`config.mk`:
```
export PLATFORM = sky130hd
export DESIGN_NAME = ac97_regfront
export DESIGN_NICKNAME = d
export VERILOG_FILES = /design/src/rtl/ac97rf_pkg.sv /design/src/rtl/ac97rf_ctrl_regs.sv /design/src/rtl/ac97rf_cmd_engine.sv /design/src/rtl/ac97rf_status.sv /design/src/rtl/ac97_regfront.sv
export SDC_FILE = /design/constraint.sdc
export NUM_CORES = 1
export LEC_CHECK = 0
export BUFFER_PORTS_ARGS = -buffer_cell sky130_fd_sc_hd__buf_2
export CAP_MARGIN = 15
export CORE_MARGIN = 2
export CORE_UTILIZATION = 35
export CTS_BUF_LIST = sky130_fd_sc_hd__clkbuf_4 sky130_fd_sc_hd__clkbuf_8
export CTS_CLUSTER_SIZE = 40
export DETAILED_ROUTE_END_ITERATION = 8
export SLEW_MARGIN = 20
export SYNTH_ARGS = -nofsm -noshare
export SYNTH_HDL_FRONTEND = slang
export SYNTH_SLANG_ARGS = --single-unit
```
`constraint.sdc`:
```
create_clock -name clk -period 3.2 [get_ports clk]
set_clock_uncertainty 0.05 [all_clocks]
set_input_delay 0.64 -clock clk [delete_from_list [all_inputs] [get_ports clk]]
set_output_delay 0.64 -clock clk [all_outputs]
set_load 0.02 [all_outputs]
```
`src/rtl/ac97rf_pkg.sv`:
```
// Shared offsets, field positions and types for the AC-link register front end.
package ac97rf_pkg;
    localparam int ADDR_W = 5;
    localparam logic [ADDR_W-1:0] OFS_CFG  = 5'h00;
    localparam logic [ADDR_W-1:0] OFS_STAT = 5'h04;
    localparam logic [ADDR_W-1:0] OFS_DATA = 5'h08;
    localparam logic [ADDR_W-1:0] OFS_CMD  = 5'h0C;
    localparam logic [ADDR_W-1:0] OFS_EN   = 5'h10;

    localparam int SLOT_W  = 10;
    localparam int TXM_LSB = 3;
    localparam int RXM_LSB = TXM_LSB + SLOT_W;
    localparam int CFG_W   = RXM_LSB + SLOT_W;

    localparam int IDX_W = 7;
    localparam int RSP_W = 16;

    // Held codec command
    typedef struct packed {
        logic [RSP_W-1:0] wdata;
        logic             rd;
        logic [IDX_W-1:0] idx;
    } cmd_t;
endpackage

```
`src/rtl/ac97rf_ctrl_regs.sv`:
```
// Configuration and enable registers with the pin controls derived from them.
// Assumes writes arrive as single-cycle strobes; reset and sync pins are
// combinational from register state so software sequences map one-to-one.
module ac97rf_ctrl_regs
    import ac97rf_pkg::*;
(
    input  logic              clk,
    input  logic              rst_n,
    input  logic              cfg_we,
    input  logic              en_we,
    input  logic [31:0]       wdata,
    input  logic              link_sync_in,
    output logic [31:0]       cfg_rd,
    output logic [31:0]       en_rd,
    output logic [SLOT_W-1:0] rx_mask,
    output logic [SLOT_W-1:0] tx_mask,
    output logic              codec_rst_n,
    output logic              sync_out,
    output logic              clk_en
);
    logic [CFG_W-1:0] cfg_q;
    logic [1:0]       en_q;

    // Register update for configuration and enable words
    always_ff @(posedge clk) begin
        if (!rst_n) begin
            cfg_q <= '0;
            en_q  <= 2'b10;
        end else begin
            if (cfg_we) cfg_q <= wdata[CFG_W-1:0];
            if (en_we)  en_q  <= wdata[1:0];
        end
    end

    // Pin and field decode
    always_comb begin
        cfg_rd      = {{(32-CFG_W){1'b0}}, cfg_q};
        en_rd       = {30'b0, en_q};
        rx_mask     = cfg_q[RXM_LSB +: SLOT_W];
        tx_mask     = cfg_q[TXM_LSB +: SLOT_W];
        codec_rst_n = ~cfg_q[0];
        sync_out    = cfg_q[2] ? cfg_q[1] : link_sync_in;
        clk_en      = en_q[0] & ~en_q[1];
    end
endmodule

```
`src/rtl/ac97rf_cmd_engine.sv`:
```
// Holds one codec command, keeps it pending for CMD_FRAMES frame ticks and
// captures the read response on the completing tick. Assumes frame_tick is a
// single-cycle pulse; writes while pending are dropped.
module ac97rf_cmd_engine
    import ac97rf_pkg::*;
#(
    parameter int CMD_FRAMES = 1
) (
    input  logic             clk,
    input  logic             rst_n,
    input  logic             cmd_we,
    input  logic [31:0]      wdata,
    input  logic             frame_tick,
    input  logic [RSP_W-1:0] rsp_data,
    output logic             pending,
    output cmd_t             cmd,
    output logic [RSP_W-1:0] resp
);
    localparam int CW = $clog2(CMD_FRAMES + 1);

    logic [CW-1:0] left_q;

    // Accept, count down and complete the held command
    always_ff @(posedge clk) begin
        if (!rst_n) begin
            pending <= 1'b0;
            left_q  <= '0;
            cmd     <= '0;
            resp    <= '0;
        end else if (cmd_we && !pending) begin
            pending   <= 1'b1;
            left_q    <= CW'(CMD_FRAMES);
            cmd.idx   <= wdata[IDX_W-1:0];
            cmd.rd    <= wdata[7];
            cmd.wdata <= wdata[31:16];
        end else if (pending && frame_tick) begin
            left_q <= left_q - 1'b1;
            if (left_q == CW'(1)) begin
                pending <= 1'b0;
                if (cmd.rd) resp <= rsp_data;
            end
        end
    end
endmodule

```
`src/rtl/ac97rf_status.sv`:
```
// Status word: live FIFO/codec flags plus four sticky error bits cleared by
// writing ones. An event in the clearing cycle keeps its bit set.
module ac97rf_status (
    input  logic        clk,
    input  logic        rst_n,
    input  logic        stat_we,
    input  logic [31:0] wdata,
    input  logic [3:0]  err_evt,
    input  logic        codec_ready,
    input  logic        pending,
    input  logic        tx_empty,
    input  logic        tx_full,
    input  logic        rx_empty,
    input  logic        rx_full,
    output logic [3:0]  sticky_q,
    output logic [31:0] stat_rd
);
    logic [3:0] clr;

    // Clear mask from a status write
    always_comb clr = stat_we ? wdata[11:8] : 4'b0;

    // Sticky error bit update, set wins over clear
    always_ff @(posedge clk) begin
        if (!rst_n) sticky_q <= '0;
        else        sticky_q <= (sticky_q & ~clr) | err_evt;
    end

    // Status word assembly
    always_comb
        stat_rd = {20'b0, sticky_q, codec_ready, pending, 1'b0,
                   tx_empty, tx_full, 1'b0, rx_empty, rx_full};
endmodule

```
`src/rtl/ac97_regfront.sv`:
```
// Register front end of an AC-link controller: decodes the host bus into the
// control, command and status blocks and muxes the read word. Assumes a
// single-cycle bus with combinational read data and side-effect-free reads.
module ac97_regfront
    import ac97rf_pkg::*;
#(
    parameter int CMD_FRAMES = 1
) (
    input  logic              clk,
    input  logic              rst_n,
    input  logic              bus_en,
    input  logic              bus_we,
    input  logic [ADDR_W-1:0] bus_addr,
    input  logic [31:0]       bus_wdata,
    output logic [31:0]       bus_rdata,
    input  logic              frame_tick,
    input  logic              link_sync_in,
    input  logic [RSP_W-1:0]  codec_rsp_data,
    input  logic              codec_ready,
    input  logic              tx_fifo_empty,
    input  logic              tx_fifo_full,
    input  logic              rx_fifo_empty,
    input  logic              rx_fifo_full,
    input  logic              tx_underrun_evt,
    input  logic              tx_overrun_evt,
    input  logic              rx_underrun_evt,
    input  logic              rx_overrun_evt,
    output logic              codec_rst_n,
    output logic              sync_out,
    output logic              link_clk_en,
    output logic [SLOT_W-1:0] rx_slot_mask,
    output logic [SLOT_W-1:0] tx_slot_mask,
    output logic              cmd_pending,
    output logic [IDX_W-1:0]  cmd_index,
    output logic              cmd_is_read,
    output logic [RSP_W-1:0]  cmd_wdata
);
    logic        wr;
    logic [31:0] cfg_rd, en_rd, stat_rd;
    logic [3:0]  err_evt, sticky_w;
    logic [RSP_W-1:0] resp;
    cmd_t        cmd;

    // Write strobe and event packing
    always_comb begin
        wr      = bus_en && bus_we;
        err_evt = {tx_underrun_evt, tx_overrun_evt, rx_underrun_evt, rx_overrun_evt};
    end

    ac97rf_ctrl_regs u_ctrl (
        .clk         (clk),
        .rst_n       (rst_n),
        .cfg_we      (wr && bus_addr == OFS_CFG),
        .en_we       (wr && bus_addr == OFS_EN),
        .wdata       (bus_wdata),
        .link_sync_in(link_sync_in),
        .cfg_rd      (cfg_rd),
        .en_rd       (en_rd),
        .rx_mask     (rx_slot_mask),
        .tx_mask     (tx_slot_mask),
        .codec_rst_n (codec_rst_n),
        .sync_out    (sync_out),
        .clk_en      (link_clk_en)
    );

    ac97rf_cmd_engine #(.CMD_FRAMES(CMD_FRAMES)) u_cmd (
        .clk       (clk),
        .rst_n     (rst_n),
        .cmd_we    (wr && bus_addr == OFS_CMD),
        .wdata     (bus_wdata),
        .frame_tick(frame_tick),
        .rsp_data  (codec_rsp_data),
        .pending   (cmd_pending),
        .cmd       (cmd),
        .resp      (resp)
    );

    ac97rf_status u_stat (
        .clk        (clk),
        .rst_n      (rst_n),
        .stat_we    (wr && bus_addr == OFS_STAT),
        .wdata      (bus_wdata),
        .err_evt    (err_evt),
        .codec_ready(codec_ready),
        .pending    (cmd_pending),
        .tx_empty   (tx_fifo_empty),
        .tx_full    (tx_fifo_full),
        .rx_empty   (rx_fifo_empty),
        .rx_full    (rx_fifo_full),
        .sticky_q   (sticky_w),
        .stat_rd    (stat_rd)
    );

    // Held command fields to the serializer
    always_comb begin
        cmd_index   = cmd.idx;
        cmd_is_read = cmd.rd;
        cmd_wdata   = cmd.wdata;
    end

    // Read mux; data port and unmapped offsets read zero
    always_comb begin
        unique case (bus_addr)
            OFS_CFG:  bus_rdata = cfg_rd;
            OFS_STAT: bus_rdata = stat_rd;
            OFS_CMD:  bus_rdata = {16'b0, resp};
            OFS_EN:   bus_rdata = en_rd;
            default:  bus_rdata = 32'b0;
        endcase
    end
endmodule

```
# Word level (Yosys, flattened, before mapping)
# Cells that the tools add are included.
# totals
regBits	71
latch_bits	0
ramBits	0
romBits	0
inputBits	68
out_inout_bits	80
wordCells	41
n_memories	0
# op_classes
add_sub_neg	1
multipliers	0
n_div	0
magnitude_cmp	0
n_eq_ne	3
shift	0
muxes	8
n_bitwise	7
reduce_logical	13
# op_table
op	n
23-bit one-hot mux with 4 select lines	1
1-bit logical AND	7
1-bit 2-to-1 mux	6
5-bit by 3-bit equality test with 1-bit output (second input constant)	1
5-bit by 4-bit equality test with 1-bit output (second input constant)	1
5-bit equality test (second input constant)	1
5-bit zero test	1
4-bit AND	1
4-bit 2-to-1 mux	1
4-bit NOT	1
4-bit OR	1
4-bit AND reduction	1
2-bit nonzero test	2
1-bit NOT	3
2-bit AND reduction	1
1-bit AND	1
1-bit zero test	1
1-bit subtractor (second input constant)	1

# Longest topological paths before layout
# Gate-level depths: netlist of run 1.
# logic_depth
word_depth	6
depth_mapped	6

# Modules after synthesis
# Synthesis of run 1 repeated with hierarchy kept, for this count alone.
# hier_totals
hier_cells	484
hier_area_um2	4307.9
# by_module_without_submodules
module	n_inst	cells_per_inst	area_each_um2
ac97rf_cmd_engine	1	186	1571.5
ac97rf_ctrl_regs	1	143	1431.4
ac97_regfront	1	106	920.9
ac97rf_status	1	49	384.1

# Worst setup path after synthesis of run 1
# Ideal clock, no wire load.
# synth_path
kind	input to output
from	input bus_addr[4]
to	output bus_rdata[10]
t_arrival_ps	1805
t_required_ps	2510
path_slack_ps	705
path_stages	4
n_path_buf	2
cell_sequence	or3_2 clkbuf_1 clkbuf_1 a21oi_1
# synth_between
elab_chain_len	2
# synth_lines
item	line_no	text
from (decl)	ac97_regfront.sv:13	input logic [ADDR_W-1:0] bus_addr,
5-bit equality test (tied with other cells)	ac97_regfront.sv:103	unique case (bus_addr)
23-bit one-hot mux with 4 select lines (*)	ac97_regfront.sv:103	
to (decl)	ac97_regfront.sv:15	output logic [31:0] bus_rdata,
# Mark *: on every way between the ends. The rest lies on a longest branch, timed or not.

# Worst setup path after layout of run 1
# layout_path
from	input bus_addr[4]
to	output bus_rdata[1]
# The elaborated chain is that of the path after synthesis.

==> summary.md, run 1 <==
| Metric | Value |
|---|---|
| Num CTS Buffers | `9` |
| DP Cell Count | `approximately 630` |
| Initial core utilization | `0.357` |
| Fin cells | `650` |
| Avg WL per Cell | `13.6 um` |
| First-pass GRT wire length | `13,500 um` |
| Yosys warnings | `0` |
| Post-DP HPWL | `6520 um` |
| Status | `complete, no violations` |
| Share of cells above drive strength 1 | `0.345` |
| Most frequent cells in the layout | `buf_2 (138), nand2_1 (129), dfxtp_1 (71)` |
| Worst relative slew slack | `0.528` |
| Critical Path End Type | `primary output` |
| Final wirelength | `between 8000 and 9000 um` |
| Fmax | `393 MHz` |
| Via Count | `slightly below 3,000` |
| Max-cap violations | `0` |
| Endpoints failing setup | `0` |
| Max VDD drop | `0.000187 V` |
| Slew Limit Fails | `0` |
| Pre-Repair DR Iteration Count | `4` |
| Worst EP arrival | `1.86 ns` |
| Post-synth EDFFs | `0` |
| Root Driver | `clkbuf_8` |
| Routed vias/inst | `4.56` |
| Filler cell count | `~1,000` |
| Antenna violations before repair | `1` |
| CTS tree | `yes` |
| Clock sink total | `71` |
| Setup Fix Bufs, Post-CTS | `0` |
| # DRC | `0` |
| Hold WC Path Type | `reg2reg` |
| Buffers on Ports | `138` |
| Clock-pin slew on the worst setup and hold paths | `~0.080 ns` |
| Least-Margin Pin Slew | `roughly 0.71 ns` |
| CP Max Fanout | `5` |
| FFs w/ async S/R, synth | `0` |
| Largest net degree at the start of global routing | `76` |
| PD cells | `448 nW/um^2` |
| Synthesized flop and latch total | `71` |
| Critical path type | `in2out` |
| Area growth, synth to finish | `24.3%` |
| Final period demand of the worst path | `2.55 ns` |
| Clk Latency, worst-skew pair | `0.34 ns` |
| Grt ovf | `0` |
| Clock Path Buffers | `2` |
| Vias in the first global route | `2,680` |
| # hold bufs at CTS | `0` |
| Synth Instances | `399` |
| All-Layer GR Usage | `0.166` |
| Die area | `10,600 sq um` |
| Post-synthesis cell type count | `37` |
| Final period util | `0.795` |
| GP Congestion | `0.875` |
| Final TNS setup | `0 ns` |
| Most common cell after layout, fill and taps aside | `buf_2` |
| Startpoint Class | `input pin` |
| Final hold vios | `0` |
| CTS resizes | `0` |
| H-tree levels | `3` |
| Seq/Total Area, Yosys | `0.413` |
| Post-Syn Area per Cell | `8.62 sq um` |
| Core Area | `about 9600 sq um` |
| Post-layout net count | `between 500 and 600` |
| Lkg Pwr | `between 2 and 2.5 nW` |
| Cell Rows | `36` |
| DRT antenna net count | `0` |
| Die width | `103 um` |
| Ports | `148` |
| Synth Flop Type | `dfxtp_1` |
| Mapped Area | `3440 sq um` |
| Die Y | `103 um` |
| RSZ-0062 raised after global routing | `false` |
| CP required | `between 2 and 3 ns` |
| Detailed Route Iter0 Violations | `69` |
## cell usage after synthesis, types with 5 or more instances
library cell | number | area (sq um)
mux2i_1 | 51 | 510
a21boi_0 | 15 | 113
nor2_1 | 10 | 37.5
buf_4 | 29 | 218
mux2_2 | 9 | 101
clkbuf_1 | 12 | 45.0
buf_2 | 6 | 30.0
a22oi_1 | 6 | 45.0
and3_1 | 7 | 43.8
inv_1 | 5 | 18.8
dfxtp_1 | 71 | 1420
a21oi_1 | 8 | 40.0
nand2_1 | 129 | 484
## layer usage
layer | global-route usage | part of all wire | vias to the layer above | routed length, um
met4 | 0.0779 | 0.022 | 0 | 196
met1 | 0.225 | 0.46 | 1337 | 4100
met5 | 0 | 0 | - | 0
met3 | 0.0305 | 0.054 | 14 | 479
li1 | - | - | 1511 | -
met2 | 0.256 | 0.46 | 104 | 4090
## registers in the layout, summed over array words and instances, names as in the netlist
register,cells
u_cmd.cmd,24
u_cmd.left_q,1
u_cmd.pending,1
u_cmd.resp,16
u_ctrl.cfg_q,23
u_ctrl.en_q,2
u_stat.sticky_q,4
## path summary, 6_finish.rpt
check / to / slack [ns] / cells after the start / start
max: bus_rdata[1] / 0.65 / 5 / bus_addr[4]
min reg2reg: u_cmd.cmd[0] / 0.41 / 2 / u_cmd.cmd[0]
min: u_cmd.cmd[0] / 0.41 / 2 / u_cmd.cmd[0]
max reg2reg: u_cmd.resp[10] / 1.56 / 3 / u_cmd.pending
## worst max-delay path, stage by stage
cell and delay, ns:
buf_2 0.13, or3_2 0.50, nor3_1 0.23, a221o_1 0.20, buf_2 0.16
## power breakdown
part | switching (mW) | internal, mW
registers | 0.00372 | 0.889
clock network | 0.358 | 0.519
logic | 0.0866 | 0.0611
total | 0.448 | 1.47
## kinds of logic (layout without fill, tap and decap cells)
family	Yosys count	after routing	share of synthesized area
multiplexers	60	60	0.178
other	1	10	0.00109
flip-flops	71	71	0.413
AND/OR/NAND/NOR	163	163	0.201
AO/OA/AOI/OAI	44	44	0.0880
buffers and inverters	60	169	0.119
## area by class of cell
class / instances / area (sq um) / share of cell area
Timing Repair Buffer: 147 / 771 / 0.180
Sequential cell: 71 / 1420 / 0.332
Clock buffer: 9 / 124 / 0.0290
Inverter: 6 / 23.8 / 0.00556
Antenna cell: 1 / 2.50 / 0.000585
Multi-Input combinational cell: 276 / 1650 / 0.385
Tap cell: 133 / 166 / 0.0389
Clock inverter: 7 / 121 / 0.0284
## through the flow
step	instance area, sq um	hold slack (ns)	utilization	total power, mW	worst slack (ns)
6_report	4280	0.406	0.444	1.92	0.655
2_1_floorplan	3470	0.385	-	1.01	0.705
3_5_place_dp	4030	0.396	0.418	1.06	0.663
5_1_grt	4280	0.419	0.444	2.00	0.571
3_3_place_gp	4030	0.390	0.418	1.06	0.691
4_1_cts	4270	0.410	0.443	1.95	0.661
No activity file was read; power rests on OpenSTA's default activity.
==> run 2: changes to the inputs <==
clock period = 2.4 ns   (was 3.2 ns; I/O delays follow)
==> run 2 against run 1 <==
Utilization grew 0.55 points. Sequential power up 33%. Combinational power up 36%. First-iteration DRC count decreased by 5.8%. Clock power up 38%. Setup slack lost 0.48 ns. Critical path depth is the same. Die area is the same. Final area rose by 1.2%. Non-clock buffer count rose by 4. Worst hold slack worse by 0.13 ns. Global-route usage up 0.42 points. Largest cell class unchanged. Largest power group is now the clock network.
==> summary.md, run 2 (synthesis gave the netlist of run 1 again) <==
| Metric | Value |
|---|---|
| Final hold vios | `0` |
| Detailed Route Iter0 Violations | `65` |
| CP Max Fanout | `5` |
| RSZ-0062 raised after global routing | `false` |
| Startpoint Class | `input pin` |
| Routed vias/inst | `between 4 and 5` |
| Filler cell count | `1,002` |
| Multi-input logic area | `1650 sq um` |
| Final TNS setup | `0 ns` |
| Worst relative slew slack | `0.612` |
| Design Area, Final | `roughly 4300 sq um` |
| Logic pwr share | `0.077` |
| Clock share of power | `0.465` |
| Cell Rows | `36` |
| Initial core utilization | `0.357` |
| Area growth, synth to finish | `25.8%` |
| GP Congestion | `about 0.78` |
| DP Area | `4070 sq um` |
| Die Y | `103 um` |
| CP required | `1.87 ns` |
| Critical Path End Type | `primary output` |
| Core Area | `approximately 9600 sq um` |
| Root Driver | `clkbuf_8` |
| Endpoints failing setup | `0` |
| Most common cell after layout, fill and taps aside | `buf_2` |
| Hold WC Path Type | `in2reg` |
| Lkg Pwr | `approximately 2.1 nW` |
| Switching Fraction | `0.224` |
| Num CTS Buffers | `9` |
| Max-cap violations | `0` |
| Reg power frac | `0.458` |
| Post-DP HPWL | `6670 um` |
| Status | `complete, no violations` |
| Final wirelength | `9030 um` |
| Final period demand of the worst path | `around 2.2 ns` |
| # DRC | `0` |
| Die area | `between 10,000 and 15,000 sq um` |
| Setup Fix Bufs, Post-CTS | `0` |
| DRT antenna net count | `0` |
| # hold bufs at CTS | `0` |
| Most frequent cells in the layout | `buf_2 (138), nand2_1 (129), dfxtp_1 (71)` |
| Sw power | `0.582 mW` |
| Avg WL per Cell | `approximately 14 um` |
| Critical path endpoint | `bus_rdata[1]` |
| Max VDD drop | `0.000345 V` |
| Slew Limit Fails | `0` |
| FF-to-FF End | `u_cmd.resp[3]` |
| Top Registers | `u_cmd.cmd: 24 flops, u_ctrl.cfg_q: 23 flops, u_cmd.resp: 16 flops` |
| Clock Path Buffers | `2` |
| Least-Margin Pin Slew | `0.583 ns` |
| Buffers on Ports | `138` |
| Clk Latency, worst-skew pair | `0.33 ns` |
| Clock sink total | `a little over 70` |
| Post-layout net count | `approximately 600` |
| CTS tree | `yes` |
| H-tree levels | `3` |
| Pre-Repair DR Iteration Count | `4` |
| Vias in the first global route | `2,806` |
| Flop2flop setup slack | `0.86 ns` |
| Reg2reg start | `u_cmd.pending` |
| Share of cells above drive strength 1 | `0.350` |
| All-Layer GR Usage | `0.170` |
| CTS resizes | `0` |
| Critical path origin | `bus_addr[4]` |
| First-pass GRT wire length | `13,900 um` |
| Final period util | `0.928` |
| Ports | `148` |
| Grt ovf | `0` |
| Clock-pin slew on the worst setup and hold paths | `0.08 ns` |
| Largest net degree at the start of global routing | `50` |
| Via Count | `3,012` |
| Critical path type | `in2out` |
| Worst EP arrival | `1.70 ns` |
| Antenna violations before repair | `0` |
| Fmax | `449 MHz` |
| Pint | `2.02 mW` |
| FF+latch area | `1420 sq um` |
| Largest Register | `u_cmd.cmd` |
| Fin util | `0.449` |
| Die width | `103 um` |
| PD cells | `600 nW/um^2` |
| Max FFs per register | `24` |
| R2R cell count | `3` |
run 2: cell types whose count changed in the layout (fill, tap and decap cells not counted), sizes merged:
cell and change:
clkbuf +2, clkinv +1, clkinvlp -3, buf +4
run 2: final cells by class:
| class | instances | area share |
|---|---|---|
| clock inverters | 5 | 0.0240 |
| multi-input cells | 276 | 0.380 |
| diodes | 1 | 0.000578 |
| well taps | 133 | 0.0384 |
| repair buffers | 151 | 0.188 |
| flip-flops and latches | 71 | 0.328 |
| clock buffers | 11 | 0.0350 |
| inverters | 6 | 0.00549 |
run 2: per-layer routing:
metal,wire length [um],track usage,vias to the layer above
met3,510,0.0346,17
li1,-,-,1523
met5,0,0,-
met1,4190,0.232,1373
met4,196,0.0729,0
met2,4140,0.261,99
run 2: worst min path at each step:
stage / from / endpoint / cells after the start
2_1_floorplan: u_cmd.resp[13] / u_cmd.resp[13] / 2
3_3_place_gp: u_cmd.cmd[0] / u_cmd.cmd[0] / 2
3_5_place_dp: u_cmd.cmd[8] / u_cmd.cmd[8] / 2
4_1_cts: bus_wdata[11] / u_stat.sticky_q[3] / 2
5_1_grt: bus_wdata[11] / u_stat.sticky_q[3] / 2
6_report: bus_wdata[11] / u_stat.sticky_q[3] / 2
run 2: through the flow:
stage	worst slack (ns)	hold slack [ns]	std cells	power, mW
6_report	0.172	0.279	654	2.60
5_1_grt	0.0980	0.269	653	2.71
3_3_place_gp	0.224	0.390	637	1.41
3_5_place_dp	0.171	0.394	637	1.42
4_1_cts	0.165	0.265	653	2.64
2_1_floorplan	0.225	0.385	407	1.34
run 2: critical path, stage by stage:
cell and delay [ns]:
buf_2 0.13, or3_2 0.49, nor3_1 0.23, a221o_1 0.21, buf_2 0.16
run 2: power groups by stage:
stage	Sequential [mW]	Combinational (mW)	Clock, mW
finish	1.19	0.201	1.21
global route	1.19	0.223	1.29
CTS	1.19	0.201	1.25
detailed placement	1.22	0.200	0
global placement	1.22	0.196	0
floorplan	1.22	0.123	0
==> run 3: changes to the inputs <==
ABC_AREA = 1   (was default)
==> run 3 against run 2 <==
Global-route usage increased by 0.78 points. Critical path depth rose by 3. Maximum frequency up 4.7%. Count of clock-buffer cells in the layout shrank 2. Register-to-register slack lost 0.19 ns. Die area decreased by 8.4%.
==> summary.md, run 3 <==
| Metric | Value |
|---|---|
| Status | `complete, no violations` |
| Design Area, Final | `3920 sq um` |
| Max-cap violations | `0` |
| Num CTS Buffers | `9` |
| DRT antenna net count | `0` |
| Hold Crit Start | `bus_wdata[15]` |
| Startpoint Class | `input pin` |
| Ports | `between 100 and 150` |
| Synthesized flop and latch total | `71` |
| Final hold vios | `0` |
| Largest Register | `u_cmd.cmd` |
| Die area | `9750 sq um` |
| DP Cell Count | `639` |
| First-pass GRT wire length | `13,800 um` |
| Clk Latency, worst-skew pair | `0.34 ns` |
| Endpoints failing setup | `0` |
| CTS resizes | `0` |
| Hold WC Path Type | `in2reg` |
| CP Max Fanout | `16` |
| # hold bufs at CTS | `0` |
| Fin cells | `655` |
| Final period util | `0.887` |
| Post-DP HPWL | `6350 um` |
| Grt ovf | `0` |
| Slew Limit Fails | `0` |
| PD cells | `619 nW/um^2` |
| Synth Flop Type | `dfxtp_1` |
| Most common cell after layout, fill and taps aside | `nor2_1` |
| Max FFs per register | `24` |
| R2R cell count | `4` |
| Post-synth EDFFs | `0` |
| FF-to-FF End | `u_cmd.resp[10]` |
| Cell Rows | `34` |
| Area growth, synth to finish | `24.9%` |
| Vias in the first global route | `2,846` |
| Flop2flop setup slack | `roughly 0.67 ns` |
| Post-Syn Area per Cell | `approximately 7.3 sq um` |
| Die width | `98.7 um` |
| CP required | `1.87 ns` |
| Clock sink total | `71` |
| Routed vias/inst | `4.60` |
| Most frequent cells in the layout | `nor2_1 (139), buf_2 (138), dfxtp_1 (71)` |
| Detailed Route Iter0 Violations | `80` |
| ANT cells | `0` |
| CTS tree | `yes` |
| All-Layer GR Usage | `0.178` |
| Worst relative slew slack | `0.637` |
| Critical path type | `in2out` |
| H-tree levels | `3` |
| Via Count | `3,014` |
| Share of cells above drive strength 1 | `0.311` |
| Final wirelength | `8660 um` |
| Post-synthesis cell type count | `26` |
| RSZ-0062 raised after global routing | `false` |
| Least-Margin Pin Slew | `~0.54 ns` |
| Antenna violations before repair | `0` |
| Synth Instances | `430` |
| Worst EP arrival | `1.60 ns` |
| Pre-Repair DR Iteration Count | `4` |
| Top post-synthesis cells by area | `dfxtp_1 (45%), nor2_1 (17%), buf_4 (7.6%), o21ai_0 (7.2%), nand2_1 (5.5%)` |
| Seq/Total Area, Yosys | `0.453` |
| # DRC | `0` |
| FFs w/ async S/R, synth | `0` |
| Filler cell count | `921` |
| Multi-input logic area | `1320 sq um` |
| DP Area | `3700 sq um` |
| Die Y | `98.7 um` |
| Final period demand of the worst path | `around 2.1 ns` |
| Max VDD drop | `about 0.00032 V` |
| Avg WL per Cell | `between 10 and 15 um` |
| Top Registers | `u_cmd.cmd: 24 flops, u_ctrl.cfg_q: 23 flops, u_cmd.resp: 16 flops` |
| Post-layout net count | `610` |
| Top cell types by occurrence after synthesis | `nor2_1 (139), dfxtp_1 (71), nand2_1 (46)` |
| Clock Path Buffers | `2` |
| Fmax | `between 400 and 500 MHz` |
| Buffers on Ports | `between 100 and 150` |
| Lkg Pwr | `1.95 nW` |
| WHS Path Cells | `3` |
| Core Area | `8720 sq um` |
| Reg2reg start | `u_cmd.pending` |
| Yosys warnings | `0` |
| Largest area contributor in the netlist | `dfxtp_1` |
| GP Congestion | `0.836` |
| Largest net degree at the start of global routing | `35` |
| Clock-pin slew on the worst setup and hold paths | `~0.08 ns` |
| Setup Fix Bufs, Post-CTS | `0` |
| Mapped Area | `3140 sq um` |
| Count leader, synth | `nor2_1` |
| Hold path endpoint | `u_ctrl.cfg_q[15]` |
| Root Driver | `clkbuf_8` |
| Initial core utilization | `0.360` |
| Top-area cell type share of the netlist area | `0.453` |
| Critical Path End Type | `primary output` |
| FF+latch area | `1420 sq um` |
| Final TNS setup | `0 ns` |
run 3: changes by cell type after synthesis, sizes merged, moves of 6 or more:
cell,change
mux2,-8
mux2i,-51
inv,+17
nor2,+133
a21boi,-17
nand3,+12
clkbuf,-6
and3,-8
nand2,-81
o21ai,+61
a22o,+6
a22oi,-6
run 3: critical path, stage by stage:
cell,delay (ns)
buf_2,0.12
nor2_2,0.17
nand3_4,0.15
inv_1,0.08
buf_4,0.22
nand2_1,0.10
nand3_1,0.10
buf_2,0.17
run 3: worst max path at each step:
stage	from	to	slack [ns]
CTS	bus_addr[3]	bus_rdata[4]	0.29
global route	bus_addr[3]	bus_rdata[4]	0.20
finish	bus_addr[3]	bus_rdata[4]	0.27
floorplan	bus_addr[4]	bus_rdata[4]	0.49
global placement	bus_addr[4]	bus_rdata[9]	0.33
detailed placement	bus_addr[3]	bus_rdata[4]	0.30
run 3: cell type report:
type	count	area share
Clock buffer	9	0.0316
Clock inverter	7	0.0246
Inverter	23	0.0233
Multi-Input combinational cell	295	0.337
Sequential cell	71	0.362
Tap cell	108	0.0344
Timing Repair Buffer	142	0.187
run 3: metrics by stage:
step	hold slack, ns	utilization	total power [mW]	setup slack [ns]
finish	0.317	0.450	2.43	0.271
floorplan	0.389	-	1.32	0.492
detailed placement	0.410	0.425	1.40	0.295
CTS	0.304	0.450	2.46	0.294
global route	0.308	0.450	2.53	0.205
global placement	0.403	0.425	1.39	0.327
run 3: report_power, final:
group	total, mW	internal [mW]	switching (mW)
Combinational	0.171	0.0688	0.103
Sequential	1.19	1.19	0.00691
Clock	1.06	0.587	0.476
Total	2.43	1.84	0.586
run 3: kinds of logic after synthesis:
logic type             after synthesis  synth area share
AO/OA/AOI/OAI                       77             0.130
other                                1           0.00119
multiplexers                         1           0.00359
AND/OR/NAND/NOR                    208             0.276
flip-flops                          71             0.453
buffers and inverters               72             0.136
run 3: metal layers:
metal | GRT usage | wire length (um) | part of all wire
met1 | 0.229 | 4000 | 0.46
met2 | 0.287 | 4050 | 0.47
met3 | 0.0376 | 426 | 0.049
met4 | 0.0822 | 178 | 0.021
met5 | 0 | 0 | 0
